File: src/rtl/trpk_pkg.sv
package trpk_pkg;

  localparam int WORD_W    = 32;
  localparam int STAT_W    = 3;
  localparam int PKT_MAX   = 16;
  localparam int MAX_SLOTS = 3;
  localparam int CNT_W     = $clog2(MAX_SLOTS + 1);

  typedef enum logic [1:0] {
    WID4  = 2'd0,
    WID8  = 2'd1,
    WID16 = 2'd2,
    WIDX  = 2'd3
  } width_e;

  typedef enum logic [1:0] {
    ST_PLAIN = 2'd0,
    ST_DEMUX = 2'd1,
    ST_MUX   = 2'd2,
    ST_RSV   = 2'd3
  } style_e;

  typedef struct packed {
    width_e wid;
    style_e sty;
  } cfg_t;

  // packet bits carried per sample
  function automatic int pkt_width(width_e w);
    case (w)
      WID4:    return 4;
      WID8:    return 8;
      WID16:   return 16;
      default: return 0;
    endcase
  endfunction

  // distance in bits between consecutive slot bases
  function automatic int slot_pitch(width_e w);
    case (w)
      WID4:    return 8;
      WID8:    return 12;
      default: return 0;
    endcase
  endfunction

  function automatic logic [CNT_W-1:0] slots_per_word(width_e w);
    case (w)
      WID4:    return CNT_W'(3);
      WID8:    return CNT_W'(2);
      default: return CNT_W'(1);
    endcase
  endfunction

  function automatic logic cfg_legal(cfg_t c);
    logic ok;
    ok = (c.wid != WIDX);
    ok = ok && ((c.sty == ST_PLAIN) || (c.sty == ST_DEMUX));
    ok = ok && ((c.sty != ST_DEMUX) || (c.wid == WID8));
    return ok;
  endfunction

  // one sample positioned at its slot inside an otherwise zero word
  function automatic logic [WORD_W-1:0] place_slot(width_e w, int slot,
                                                  logic [STAT_W-1:0] st,
                                                  logic [PKT_MAX-1:0] pk,
                                                  logic sy);
    logic [WORD_W-1:0] mask;
    logic [WORD_W-1:0] s;
    int pw;
    pw   = pkt_width(w);
    mask = (WORD_W'(1) << pw) - WORD_W'(1);
    s    = WORD_W'(st);
    s    = s | ((WORD_W'(pk) & mask) << STAT_W);
    s    = s | (WORD_W'(sy) << (STAT_W + pw));
    if (pw == 0) s = '0;
    return s << (slot_pitch(w) * slot);
  endfunction

endpackage

File: src/rtl/trpk_cfg_hold.sv
module trpk_cfg_hold
  import trpk_pkg::*;
(
  input  logic   clk,
  input  logic   rst_n,
  input  logic   flush_i,
  input  width_e wid_i,
  input  style_e sty_i,
  output cfg_t   eff_o,
  output logic   legal_o
);

  logic reload_q;
  cfg_t act_q;
  cfg_t eff_w;

  // the live inputs are used only on the cycle after reset or after a flush
  always_comb begin
    if (reload_q) begin
      eff_w.wid = wid_i;
      eff_w.sty = sty_i;
    end else begin
      eff_w = act_q;
    end
  end

  always_ff @(posedge clk or negedge rst_n) begin
    if (!rst_n) begin
      reload_q  <= 1'b1;
      act_q.wid <= WID16;
      act_q.sty <= ST_PLAIN;
    end else begin
      reload_q <= flush_i;
      act_q    <= eff_w;
    end
  end

  assign eff_o   = eff_w;
  assign legal_o = cfg_legal(eff_w);

endmodule

File: src/rtl/trpk_slot_ctr.sv
module trpk_slot_ctr #(
  parameter int CNT_W = trpk_pkg::CNT_W
) (
  input  logic             clk,
  input  logic             rst_n,
  input  logic             accept_i,
  input  logic             clear_i,
  input  logic [CNT_W-1:0] spw_i,
  output logic [CNT_W-1:0] cnt_o,
  output logic             last_o
);

  logic [CNT_W-1:0] cnt_q;

  always_ff @(posedge clk or negedge rst_n) begin
    if (!rst_n)        cnt_q <= '0;
    else if (clear_i)  cnt_q <= '0;
    else if (accept_i) cnt_q <= cnt_q + CNT_W'(1);
  end

  assign cnt_o  = cnt_q;
  assign last_o = (cnt_q == (spw_i - CNT_W'(1)));

endmodule

File: src/rtl/trpk_lane_merge.sv
module trpk_lane_merge
  import trpk_pkg::*;
#(
  parameter int N_SLOTS = MAX_SLOTS,
  parameter int CW      = CNT_W
) (
  input  width_e             wid_i,
  input  logic [CW-1:0]      cnt_i,
  input  logic [STAT_W-1:0]  stat_i,
  input  logic [PKT_MAX-1:0] pkt_i,
  input  logic               sync_i,
  output logic [WORD_W-1:0]  slot_bits_o
);

  logic [WORD_W-1:0] cand [N_SLOTS];

  // every slot position is formed in parallel, the counter picks one
  for (genvar k = 0; k < N_SLOTS; k++) begin : g_slot
    assign cand[k] = place_slot(wid_i, k, stat_i, pkt_i, sync_i);
  end

  always_comb begin
    slot_bits_o = '0;
    for (int k = 0; k < N_SLOTS; k++) begin
      if (cnt_i == CW'(k)) slot_bits_o = cand[k];
    end
  end

endmodule

File: src/rtl/trpk_word_acc.sv
module trpk_word_acc #(
  parameter int W = trpk_pkg::WORD_W
) (
  input  logic         clk,
  input  logic         rst_n,
  input  logic         accept_i,
  input  logic         emit_i,
  input  logic [W-1:0] slot_bits_i,
  output logic [W-1:0] word_o,
  output logic         vld_o
);

  logic [W-1:0] acc_q;
  logic [W-1:0] word_q;
  logic         vld_q;
  logic [W-1:0] nxt_w;

  assign nxt_w = acc_q | (accept_i ? slot_bits_i : '0);

  always_ff @(posedge clk or negedge rst_n) begin
    if (!rst_n) begin
      acc_q  <= '0;
      word_q <= '0;
      vld_q  <= 1'b0;
    end else begin
      vld_q <= emit_i;
      if (emit_i) begin
        word_q <= nxt_w;
        acc_q  <= '0;
      end else if (accept_i) begin
        acc_q <= nxt_w;
      end
    end
  end

  assign word_o = word_q;
  assign vld_o  = vld_q;

endmodule

File: src/rtl/trpk_packer.sv
module trpk_packer
  import trpk_pkg::*;
(
  input  logic        clk,
  input  logic        rst_n,
  input  logic [1:0]  mode_i,
  input  logic [1:0]  style_i,
  input  logic        smp_vld_i,
  input  logic [2:0]  smp_stat_i,
  input  logic [15:0] smp_pkt_i,
  input  logic        smp_sync_i,
  input  logic        flush_i,
  output logic [31:0] word_o,
  output logic        word_vld_o,
  output logic        cfg_bad_o
);

  cfg_t             eff_cfg_w;
  logic             cfg_ok_w;
  logic [CNT_W-1:0] spw_w;
  logic [CNT_W-1:0] cnt_w;
  logic             last_w;
  logic             accept_w;
  logic             pending_w;
  logic             emit_w;
  logic [WORD_W-1:0] slot_bits_w;
  width_e           eff_wid_w;

  trpk_cfg_hold u_cfg (
    .clk     (clk),
    .rst_n   (rst_n),
    .flush_i (flush_i),
    .wid_i   (width_e'(mode_i)),
    .sty_i   (style_e'(style_i)),
    .eff_o   (eff_cfg_w),
    .legal_o (cfg_ok_w)
  );

  assign eff_wid_w = eff_cfg_w.wid;
  assign spw_w     = slots_per_word(eff_wid_w);

  // named events, also observed by the checker
  assign accept_w  = smp_vld_i && cfg_ok_w;
  assign pending_w = (cnt_w != '0) || accept_w;
  assign emit_w    = (accept_w && last_w) || (flush_i && pending_w);

  trpk_slot_ctr #(.CNT_W(CNT_W)) u_ctr (
    .clk      (clk),
    .rst_n    (rst_n),
    .accept_i (accept_w),
    .clear_i  (emit_w),
    .spw_i    (spw_w),
    .cnt_o    (cnt_w),
    .last_o   (last_w)
  );

  trpk_lane_merge #(.N_SLOTS(MAX_SLOTS), .CW(CNT_W)) u_lane (
    .wid_i       (eff_wid_w),
    .cnt_i       (cnt_w),
    .stat_i      (smp_stat_i),
    .pkt_i       (smp_pkt_i),
    .sync_i      (smp_sync_i),
    .slot_bits_o (slot_bits_w)
  );

  trpk_word_acc #(.W(WORD_W)) u_acc (
    .clk         (clk),
    .rst_n       (rst_n),
    .accept_i    (accept_w),
    .emit_i      (emit_w),
    .slot_bits_i (slot_bits_w),
    .word_o      (word_o),
    .vld_o       (word_vld_o)
  );

  assign cfg_bad_o = !cfg_ok_w;

endmodule

File: config.mk
export PLATFORM = sky130hd
export DESIGN_NAME = trpk_packer
export DESIGN_NICKNAME = d
export VERILOG_FILES = /design/src/rtl/trpk_pkg.sv /design/src/rtl/trpk_cfg_hold.sv /design/src/rtl/trpk_slot_ctr.sv /design/src/rtl/trpk_lane_merge.sv /design/src/rtl/trpk_word_acc.sv /design/src/rtl/trpk_packer.sv
export SDC_FILE = /design/constraint.sdc
export NUM_CORES = 1
export LEC_CHECK = 0
export BUFFER_PORTS_ARGS = -buffer_cell sky130_fd_sc_hd__buf_2
export CAP_MARGIN = 20
export CORE_MARGIN = 2
export CORE_UTILIZATION = 50
export CTS_CLUSTER_SIZE = 24
export DETAILED_ROUTE_END_ITERATION = 8
export PLACE_DENSITY = 0.8
export SYNTH_ARGS = -nofsm -noshare
export SYNTH_HDL_FRONTEND = slang
export SYNTH_SLANG_ARGS = --single-unit
File: constraint.sdc
create_clock -name clk -period 4.5 [get_ports clk]
set_clock_uncertainty 0.2 [all_clocks]
set_input_delay 0.9 -clock clk [delete_from_list [all_inputs] [get_ports clk]]
set_output_delay 0.9 -clock clk [all_outputs]
set_load 0.1 [all_outputs]
# == After elaboration in Yosys (flattened, before gate mapping) ==
# Cells that the tools add are included.
# op_classes
n_mul,0
eq_ne,8
order_cmp,0
bitwise,4
n_reduce_logical,16
n_mux,13
n_div,0
add_sub_neg,4
shifts,4
# ops
cell,n
$mux W32,7
$or A32 B32 Y32,2
$add A3 B32 Y32 const A,1
$logic_not A32 Y1,1
$or A3 B32 Y32,1
$shl A1 B32 Y32,1
$shl A32 B4 Y32,1
$shl A32 B5 Y32,1
$and A16 B29 Y29,1
$shl A1 B5 Y29 const A,1
$sub A29 B2 Y29 const B,1
$pmux W5 S3,1
$pmux W4 S2,1
$eq A2 B1 Y1 const B,3
$logic_not A2 Y1,3
$logic_and A1 B1 Y1,5
$eq A2 B2 Y1 const B,2
$logic_or A1 B1 Y1,4
$mux W2,2
$mux W4,1
$pmux W2 S2,1
$reduce_bool A2 Y1,2
$add A2 B1 Y2 const B,1
$eq A2 B2 Y1,1
other kinds (4),4
# word_totals
mem_bits_ro,0
memories,0
ram_bits,0
out_inout_bits,34
latchBits,0
reg_bits,72

# == Depth between registers and ports, before layout ==
# Gate-level depths: netlist of the first run.
# depth
word_depth,16
mapped_depth,13

# == Hierarchy ==
# A second synthesis of the first run with hierarchy kept.
# unflattened
cells_unflattened,486
hier_area_um2,4221.5
# by_module_without_submodules
mod,cells_per_inst,area_per_inst_um2,seq_area_each_um2,instances
trpk_word_acc,207,2303.5,1626.6,1
trpk_lane_merge,250,1567.8,0.0,1
trpk_cfg_hold,11,193.9,127.6,1
trpk_slot_ctr,11,116.4,50.0,1
trpk_packer,7,40.0,0.0,1

# == Worst setup path after synthesis of the first run ==
# OpenSTA, ideal clock, no wires.
# synth_timing
path_kind,input-to-output
from,input mode_i[0]
to,output cfg_bad_o
setup_slack_ns,-0.001
path_stages,7
arrival_time_ns,3.401
path_buffers,3
t_required_ns,3.400
path_cell_list,mux2i_1 -> buf_2 -> inv_1 -> ha_1 -> buf_6 -> buf_2 -> o211ai_1
# synth_rtl
item,line,source
"start, declared",trpk_packer.sv:6,"input logic [1:0] mode_i,"
"end, declared",trpk_packer.sv:15,output logic cfg_bad_o

==> flow_metrics.env, run 1 <==
export IMPL_outcome="finished clean"
export IMPL_ys_top_cells_by_area="dfrtp_1 39%, a21oi_1 7.5%, nor2_1 4.7%"
export IMPL_hold_class="flop to flop"
export IMPL_avgRoutedWirePerCell_um=22.2
export IMPL_wl_um=14400
export IMPL_grt_overflow_total=0
export IMPL_worst_pin_slew_ps=972
export IMPL_mostFrequentLayoutCells="70 x dfrtp_1, 67 x a21oi_1, 61 x buf_2"
export IMPL_drc=0
export IMPL_drt_pass1_iterations=6
export IMPL_vias_per_cell=6.38
export IMPL_cts_buffers=9
export IMPL_nFillCells=796
export IMPL_fin_crit_sh_pct=82.5
export IMPL_coreArea_sq_um=8720
export IMPL_whs_ps=281
export IMPL_clkLatencyLatePin_ps=370
export IMPL_grt_max_degree=59
export IMPL_dieArea_sq_um=9740
export IMPL_final_cells=648
export IMPL_period_needed_ps=3710
export IMPL_cts_htree_levels=3
export IMPL_placedCellCount=632
export IMPL_place_ws_ps=590
export IMPL_cts_setup_buffers=0
export IMPL_crit_required_ps=3400
export IMPL_reg2reg_slack_ps=800
export IMPL_ant_nets=0
export IMPL_cp_arrival_ps=2610
export IMPL_initial_core_util_pct=51.4
export IMPL_intPower_mw=1.69
export IMPL_layout_commonest_cell="dfrtp_1"
export IMPL_place_area_sq_um=4770
export IMPL_yosys_cell_types_count=76
export IMPL_drv_cap=0
export IMPL_ys_seq_elements=72
export IMPL_async_flop_share_pct=100
export IMPL_ios=62
export IMPL_power_switching_mw=1.93
export IMPL_area_growth_pct=12.3
export IMPL_netlist_area_sq_um=4480
export IMPL_die_height_um=98.7
export IMPL_cts_path_max_buffers=2
export IMPL_rsz0062_at_grt="false"
export IMPL_diodes=0
export IMPL_vias=4133
export IMPL_ys_seq_area_share_pct=40.3
export IMPL_grt_pass1_vias=3974
export IMPL_grt_pass1_wl_um=22400
export IMPL_worst_setup_path_end_kind="output pin"
export IMPL_grtUsageTotal_pct=30.0
export IMPL_yosysTopAreaCell="dfrtp_1"
export IMPL_cts_sinks=72
export IMPL_power_frac_clock_pct=19.1
export IMPL_critPathMaxFanout=11
export IMPL_drive_gt1_share_pct=20.9
export IMPL_fin_nets=572
export IMPL_seq_power_share_pct=25.9
export IMPL_cts_resized=0
export IMPL_hold_buffers=0
export IMPL_cts_root_buffer_cell="clkbuf_8"
export IMPL_synth_top_area_share_pct=39.1
export IMPL_power_density_nw_per_um2=720
export IMPL_crit_type="flop to output pin"
export IMPL_syn_num_nets=526
export IMPL_final_setup_tns_ps=0
export IMPL_cts_tree="yes"
export IMPL_synth_ff_type="dfrtp_1"
export IMPL_drt_iter0_markers=370
export IMPL_die_x_um=98.7
export IMPL_clkTransAtPathRegs_ps=90
export IMPL_synth_edf_count=0
export IMPL_leakagePower_nw=2.23
export IMPL_port_buffers=61
export IMPL_finalSetupViolCount=0
export IMPL_max_freq_mhz=269
export IMPL_fp_row_count=34
export IMPL_comb_power_share_pct=55.0
export IMPL_drv_slew=0
export IMPL_antenna_found_initial=0
export IMPL_vdd_drop_max_v=0.000615
export IMPL_start_kind="flop"
export IMPL_hpwl_um=10300
export IMPL_fin_area_sq_um=5030
export IMPL_worst_slack_ps=789
export IMPL_syn_avg_cell_area_sq_um=9.17
export IMPL_swShare_pct=53.3
export IMPL_gp_congestion=0.960
export IMPL_synthCells=489
export IMPL_slew_limit_headroom_pct=35.1
export IMPL_ys_warnings_count=0
export IMPL_finalHoldViolations=0
path summary, 6_finish.rpt:
path / from / end / depth (start not counted)
max: u_cfg.reload_q$_DFF_PN1_ / cfg_bad_o / 6
min: u_acc.acc_q[6]$_DFFE_PN0P_ / u_acc.acc_q[6]$_DFFE_PN0P_ / 2
max reg2reg: u_cfg.reload_q$_DFF_PN1_ / u_acc.word_o[16]$_DFFE_PN0N_ / 8
min reg2reg: u_acc.acc_q[6]$_DFFE_PN0P_ / u_acc.acc_q[6]$_DFFE_PN0P_ / 2
max in group asynchronous: rst_n / u_acc.acc_q[1]$_DFFE_PN0P_ / 2
min in group asynchronous: rst_n / u_cfg.act_q[1]$_DFF_PN0_ / 1
Yosys cell counts, types with 3 or more instances:
library cell / instances
clkbuf_1: 6
o31ai_1: 3
a221oi_1: 6
nor2_1: 56
o22ai_1: 3
a22oi_1: 3
o211ai_1: 6
nand2_1: 32
o2111ai_1: 4
o41ai_1: 3
nor2b_1: 13
a211o_1: 7
a32oi_1: 5
mux2i_1: 4
nand3_1: 8
a211oi_1: 5
a31oi_1: 17
buf_6: 10
a21oi_1: 67
and3_1: 4
nand4b_1: 3
o32ai_1: 3
and2_1: 7
a21o_1: 7
o21ai_0: 9
nand3b_1: 7
inv_1: 15
a311oi_1: 3
nor3_1: 4
nand2b_1: 7
mux2_2: 8
buf_2: 20
ha_1: 9
dfrtp_1: 70
a32o_1: 3
area by class of cell:
type | count | area [sq um] | share of cell area (%)
multi-input combinational | 362 | 2370 | 47.1
sequential | 72 | 1800 | 35.9
timing repair buffer | 74 | 403 | 8.01
tap | 108 | 135 | 2.69
clock buffer | 11 | 131 | 2.61
clock inverter | 5 | 129 | 2.56
inverter | 16 | 60.1 | 1.19
per-stage QoR:
| step | power [mW] | util, % |
|---|---|---|
| final | 3.63 | 57.7 |
| after detailed placement | 2.93 | 54.7 |
| after global placement | 2.92 | 54.7 |
| after global routing | 3.78 | 57.7 |
| after CTS | 3.62 | 57.7 |
| after floorplan | 2.54 | - |
cell families (layout without fill, tap and decap cells):
logic type | Yosys count | in the layout | share of synthesized area (%)
XOR/XNOR | 2 | 2 | 0.391
multiplexers | 15 | 15 | 4.24
AO/OA/AOI/OAI | 176 | 176 | 26.7
flip-flops | 72 | 72 | 40.3
AND/OR/NAND/NOR | 160 | 160 | 18.9
adder cells (fa/ha/maj) | 9 | 9 | 2.51
buffers and inverters | 55 | 106 | 7.03
worst max-delay path, stage by stage, from the launching register on:
cell,delay (ps)
dfstp_2,640
mux2i_1,360
inv_1,150
ha_1,270
inv_1,340
o211ai_1,150
buf_2,320
power by group through the flow:
| stage | clock [mW] | sequential [mW] | combinational, mW |
|---|---|---|---|
| after CTS | 0.701 | 0.939 | 1.98 |
| after detailed placement | 0 | 0.948 | 1.98 |
| after floorplan | 0 | 1.82 | 0.726 |
| final | 0.692 | 0.939 | 2.00 |
| after global routing | 0.721 | 0.960 | 2.10 |
| after global placement | 0 | 0.942 | 1.98 |
per-layer routing:
layer  up-vias  part of all wire, %  track usage [%]
met1      2033                   45             43.4
met2       181                   47             46.1
met4         0                  1.9             9.69
met3        26                  6.6             5.04
li1       1893                    -                -
met5         -                    0                0
registers in the layout, indices dropped and copies added (netlist names):
| register | count |
|---|---|
| u_cfg.reload_q | 1 |
| u_acc.word_o | 32 |
| u_acc.acc_q | 32 |
| u_cfg.act_q | 4 |
| u_ctr.cnt_o | 2 |
| u_acc.vld_o | 1 |
Power figures use the tool's default switching activity.
==> run 2: changes to the inputs <==
ABC_AREA = 1   (was not set)
PLACE_DENSITY = 0.83   (was 0.8)
clock period = 3.3 ns   (was 4.5 ns; I/O delays follow)
==> flow_metrics.env, run 2 <==
export IMPL_initial_core_util_pct=51.0
export IMPL_grt_pass1_vias=4221
export IMPL_cts_sinks=72
export IMPL_die_x_um=97.6
export IMPL_grt_pass1_wl_um=21300
export IMPL_diodes=0
export IMPL_gp_congestion=0.931
export IMPL_cts_buffers=9
export IMPL_grt_max_degree=73
export IMPL_p_total_mw=5.16
export IMPL_ys_top_cells_by_area="dfrtp_1 40%, nand2_1 17%, nand3_1 5.6%"
export IMPL_postLayoutCoreUtil_pct=59.2
export IMPL_nFillCells=818
export IMPL_worstPathCellList="inv_2 > or2_2 > o21ai_2 > inv_1 > ha_2 > nor2_4 > nand2_1 > buf_4"
export IMPL_area_growth_pct=16.2
export IMPL_ant_nets=0
export IMPL_layout_commonest_cell="nand2_1"
export IMPL_ys_seq_area_share_pct=41.2
export IMPL_power_frac_clock_pct=14.0
export IMPL_async_flop_share_pct=100
export IMPL_max_freq_mhz=319
export IMPL_clkLatencyLatePin_ps=350
export IMPL_yosysTopAreaCell="dfrtp_1"
export IMPL_synth_top_area_share_pct=40.0
export IMPL_synth_ff_type="dfrtp_1"
export IMPL_seq_power_share_pct=26.0
export IMPL_fp_row_count=34
export IMPL_use_met1_pct=39.3
export IMPL_vias=4330
export IMPL_final_cells=784
export IMPL_top_usage_layer="met2"
export IMPL_cp_slowest_cell="dfstp_2"
export IMPL_dieArea_sq_um=9520
export IMPL_swShare_pct=56.2
export IMPL_crit_path_start="u_cfg.reload_q$_DFF_PN1_"
export IMPL_leakagePower_nw=2.65
export IMPL_wl_um=13000
export IMPL_ys_seq_elements=72
export IMPL_cts_path_max_buffers=2
export IMPL_grtUsageMet3_pct=4.46
export IMPL_vias_per_cell=5.52
export IMPL_syn_num_nets=641
export IMPL_cts_root_buffer_cell="clkbuf_8"
export IMPL_yosys_cell_types_count=41
export IMPL_max_stage_delay_ps=610
export IMPL_drive_gt1_share_pct=20.0
export IMPL_crit_required_ps=2440
export IMPL_hold_class="primary input to asynchronous set/reset pin"
export IMPL_rr_endpoint="u_acc.word_o[12]$_DFFE_PN0N_"
export IMPL_synth_edf_count=0
export IMPL_worstReg2RegStart="u_cfg.reload_q$_DFF_PN1_"
export IMPL_clkTransAtPathRegs_ps=80
export IMPL_ios=62
export IMPL_multi_input_area_sq_um=2200
export IMPL_synthCells=604
export IMPL_critPathMaxFanout=5
export IMPL_rr_worst_depth=18
export IMPL_grt_overflow_total=0
export IMPL_met2_usage_pct=43.3
export IMPL_fin_area_sq_um=5090
export IMPL_power_density_nw_per_um2=1010
export IMPL_cts_tree="yes"
export IMPL_crit_type="flop to output pin"
export IMPL_port_buffers=61
export IMPL_placedCellCount=766
export IMPL_grtUsageTotal_pct=28.0
export IMPL_finalSetupViolCount=0
export IMPL_ys_warnings_count=0
export IMPL_drv_slew=0
export IMPL_synthMostInstantiatedCell="nand2_1"
export IMPL_start_kind="flop"
export IMPL_antenna_found_initial=0
export IMPL_vdd_drop_max_v=0.000832
export IMPL_die_height_um=97.6
export IMPL_power_switching_mw=2.90
export IMPL_hpwl_um=9470
export IMPL_cts_htree_levels=3
export IMPL_outcome="finished clean"
export IMPL_drt_pass1_iterations=5
export IMPL_slew_limit_headroom_pct=42.8
export IMPL_netlist_area_sq_um=4380
export IMPL_fin_crit_sh_pct=94.9
export IMPL_drc=0
export IMPL_final_setup_tns_ps=0
export IMPL_period_needed_ps=3130
export IMPL_worst_setup_path_end_kind="output pin"
export IMPL_avgRoutedWirePerCell_um=16.6
export IMPL_worst_pin_slew_ps=856
export IMPL_hold_buffers=0
export IMPL_intPower_mw=2.26
export IMPL_drt_iter0_markers=406
export IMPL_comb_power_share_pct=60.0
export IMPL_place_area_sq_um=4860
export IMPL_reg2reg_slack_ps=210
export IMPL_synth_common_cells="201 x nand2_1, 70 x dfrtp_1, 53 x inv_1"
export IMPL_syn_avg_cell_area_sq_um=7.25
export IMPL_cp_arrival_ps=2270
export IMPL_register_area_sq_um=1800
export IMPL_coreArea_sq_um=8590
export IMPL_mostFrequentLayoutCells="201 x nand2_1, 70 x dfrtp_1, 60 x buf_2"
export IMPL_fin_nets=708
export IMPL_finalHoldViolations=0
export IMPL_drv_cap=0
-- run 2: changes by cell type after synthesis, moves of 8 or more --
cell | before | now
nand2_1 | 32 | 201
nand3_1 | 8 | 49
inv_1 | 15 | 53
a21oi_1 | 67 | 38
o21ai_0 | 9 | 38
a31oi_1 | 17 | 3
nor2b_1 | 13 | 0
a31oi_2 | 0 | 8
buf_6 | 10 | 2
mux2_2 | 8 | 0
nor2_1 | 56 | 48
-- run 2: per-stage QoR --
stage,hold slack (ps),worst slack [ps]
6_report,94.3,168
5_1_grt,158,-1.49
4_1_cts,136,13.0
2_1_floorplan,164,248
3_5_place_dp,263,-52.2
3_3_place_gp,257,72.3
-- run 2: repair_timing --
item | 4_1_cts | 5_1_grt
gates resized for setup | 1 | 4
buffers inserted | 0 | 2
endpoints found under the setup margin | 1 | 55
-- run 2: cells by family (layout without fill, tap and decap cells) --
kind of cell / count (synthesis) / after routing / share of synthesized area, %
xor gates and xnor gates: 1 / 1 / 0.200
adders and majority gates: 9 / 9 / 2.57
AOI/OAI and AO/OA: 118 / 118 / 16.7
buffers and inverters: 88 / 160 / 8.80
and+or+nand+nor: 316 / 316 / 30.5
DFF: 72 / 72 / 41.2
-- run 2: routing by layer --
metal  part of all wire [%]  wire, um
met4                    3.2       412
met5                      0         0
met1                     44      5670
met2                     46      5910
met3                    7.6       980
-- run 2: layout make-up --
class                      instances  share of cell area [%]
multi-input combinational        444                    43.1
sequential                        72                    35.4
timing repair buffer              84                    10.2
inverter                          60                    4.55
tap                              108                    2.65
clock buffer                       9                    2.43
clock inverter                     7                    1.60
-- run 2: power groups by stage --
stage                     clock, mW  sequential, mW  combinational [mW]
after floorplan                   0            2.55                1.23
after global placement            0            1.34                3.04
after detailed placement          0            1.36                3.07
after CTS                     0.741            1.35                3.07
after global routing          0.775            1.38                3.32
final                         0.720            1.34                3.10
-- run 2: worst max-delay path: cells and delay by family, from the launching register on --
| family | cells | cell delay, ps |
|---|---|---|
| AO/OA/AOI/OAI | 1 | 100 |
| buffers and inverters | 3 | 450 |
| flip-flops | 1 | 610 |
| AND/OR/NAND/NOR | 3 | 500 |
| adder cells (fa/ha/maj) | 1 | 250 |
-- run 2: worst max-delay path by stage --
stage               depth (start not counted)                            to
floorplan                                   6                     cfg_bad_o
global placement                           13   u_acc.acc_q[26]$_DFFE_PN0P_
detailed placement                         14  u_acc.word_o[26]$_DFFE_PN0N_
CTS                                         8                     cfg_bad_o
global route                               18  u_acc.word_o[12]$_DFFE_PN0N_
finish                                      8                     cfg_bad_o
==> run 3: changes to the inputs <==
CORE_UTILIZATION = 52   (was 50)
PLACE_DENSITY = 0.85   (was 0.83)
==> flow_metrics.env, run 3 (synthesized netlist as in run 2, its figures left out) <==
export IMPL_fp_row_count=33
export IMPL_ant_nets=0
export IMPL_cts_htree_levels=3
export IMPL_crit_required_ps=2440
export IMPL_grt_max_degree=41
export IMPL_vdd_drop_max_v=0.000821
export IMPL_drv_slew=0
export IMPL_hpwl_um=9280
export IMPL_cp_top_family="flip-flops"
export IMPL_cp_num_buf_inv=3
export IMPL_finalHoldViolations=0
export IMPL_worstPathCellList="inv_2 > or2_2 > o21ai_2 > inv_1 > ha_1 > nor2_4 > nand2_1 > buf_4"
export IMPL_drive_gt1_share_pct=19.6
export IMPL_drv_cap=0
export IMPL_power_density_nw_per_um2=1010
export IMPL_crit_path_start="u_cfg.reload_q$_DFF_PN1_"
export IMPL_register_area_sq_um=1800
export IMPL_cts_buffers=9
export IMPL_nFillCells=783
export IMPL_avgRoutedWirePerCell_um=16.3
export IMPL_slew_limit_headroom_pct=46.2
export IMPL_worstReg2RegStart="u_cfg.reload_q$_DFF_PN1_"
export IMPL_die_x_um=95.8
export IMPL_final_setup_tns_ps=0
export IMPL_layout_commonest_cell="nand2_1"
export IMPL_gp_congestion=0.974
export IMPL_initial_core_util_pct=53.6
export IMPL_diodes=0
export IMPL_outcome="finished clean"
export IMPL_max_stage_delay_ps=600
export IMPL_worst_slack_ps=143
export IMPL_fin_nets=706
export IMPL_p_total_mw=5.09
export IMPL_hold_class="primary input to asynchronous set/reset pin"
export IMPL_whs_ps=144
export IMPL_worst_setup_path_end_kind="output pin"
export IMPL_finalSetupViolCount=0
export IMPL_vias_per_cell=5.45
export IMPL_crit_type="flop to output pin"
export IMPL_worst_pin_slew_ps=806
export IMPL_critPathMaxFanout=5
export IMPL_hold_buffers=0
export IMPL_cts_root_buffer_cell="clkbuf_8"
export IMPL_vias=4249
export IMPL_grt_overflow_total=0
export IMPL_clkLatencyLatePin_ps=360
export IMPL_dieArea_sq_um=9170
export IMPL_grt_pass1_vias=4053
export IMPL_drt_pass1_iterations=5
export IMPL_port_buffers=61
export IMPL_cts_tree="yes"
export IMPL_coreArea_sq_um=8180
export IMPL_leakagePower_nw=2.62
export IMPL_max_freq_mhz=317
export IMPL_clkTransAtPathRegs_ps=90
export IMPL_start_kind="flop"
export IMPL_cts_path_max_buffers=2
export IMPL_wl_um=12700
export IMPL_multi_input_area_sq_um=2190
export IMPL_rsz0062_at_grt="false"
export IMPL_drt_iter0_markers=445
export IMPL_grt_pass1_wl_um=20500
export IMPL_place_ws_ps=-3.76
export IMPL_die_height_um=95.8
export IMPL_drc=0
export IMPL_ios=62
export IMPL_mostFrequentLayoutCells="201 x nand2_1, 70 x dfrtp_1, 60 x buf_2"
export IMPL_area_growth_pct=15.0
export IMPL_antenna_found_initial=0
export IMPL_cp_slowest_cell="dfstp_2"
export IMPL_grtUsageTotal_pct=29.6
export IMPL_cts_sinks=72
export IMPL_period_needed_ps=3160
export IMPL_fin_crit_sh_pct=95.7
export IMPL_cp_arrival_ps=2300
[run 3: cell types whose count changed in the layout (fill, tap and decap cells not counted), sizes merged]
cell	previous run	this run
buf	84	82
bufinv	1	0
clkinv	6	2
clkinvlp	1	4
inv	59	61
[run 3: through the flow]
stage	std cells	cell area [sq um]	util (%)
after global placement	763	4840	59.2
after CTS	779	5030	61.5
final	779	5040	61.6
after detailed placement	763	4840	59.2
after global routing	779	5040	61.6
after floorplan	604	4380	-
[run 3: metal layers]
metal | GRT usage (%) | share of wire, % | vias to the layer above
met5 | 0 | 0 | -
met4 | 9.88 | 1.4 | 0
met3 | 5.79 | 9.4 | 19
met2 | 46.2 | 45 | 213
met1 | 41.5 | 44 | 1939
li1 | - | - | 2078
[run 3: repair_timing]
item                       4_1_cts  5_1_grt
setup endpoints to repair        0       37
resized for setup                0        5
buffers inserted                 0        0
[run 3: final timing paths]
path | endpoint | cells past startpoint | slack [ps]
max | cfg_bad_o | 8 | 140
min | u_acc.acc_q[7]$_DFFE_PN0P_ | 1 | 140
max reg2reg | u_acc.word_o[3]$_DFFE_PN0N_ | 11 | 210
min reg2reg | u_acc.word_o[15]$_DFFE_PN0N_ | 2 | 280
max in group asynchronous | u_acc.acc_q[11]$_DFFE_PN0P_ | 2 | 2090
min in group clk | u_cfg.reload_q$_DFF_PN1_ | 1 | 210
[run 3: layout make-up]
type,instances,share of cell area (%)
Multi-Input combinational cell,444,43.5
Tap cell,105,2.61
Inverter,60,4.60
Timing Repair Buffer,82,9.74
Clock buffer,9,2.46
Sequential cell,72,35.8
Clock inverter,7,1.24
[run 3: report_power, final]
part	leakage (nW)	total [mW]	internal [mW]	switching (mW)
sequential	0.946	1.34	1.21	0.133
clock	0.0859	0.682	0.287	0.395
combinational	1.59	3.06	0.667	2.39
total	2.62	5.09	2.16	2.92
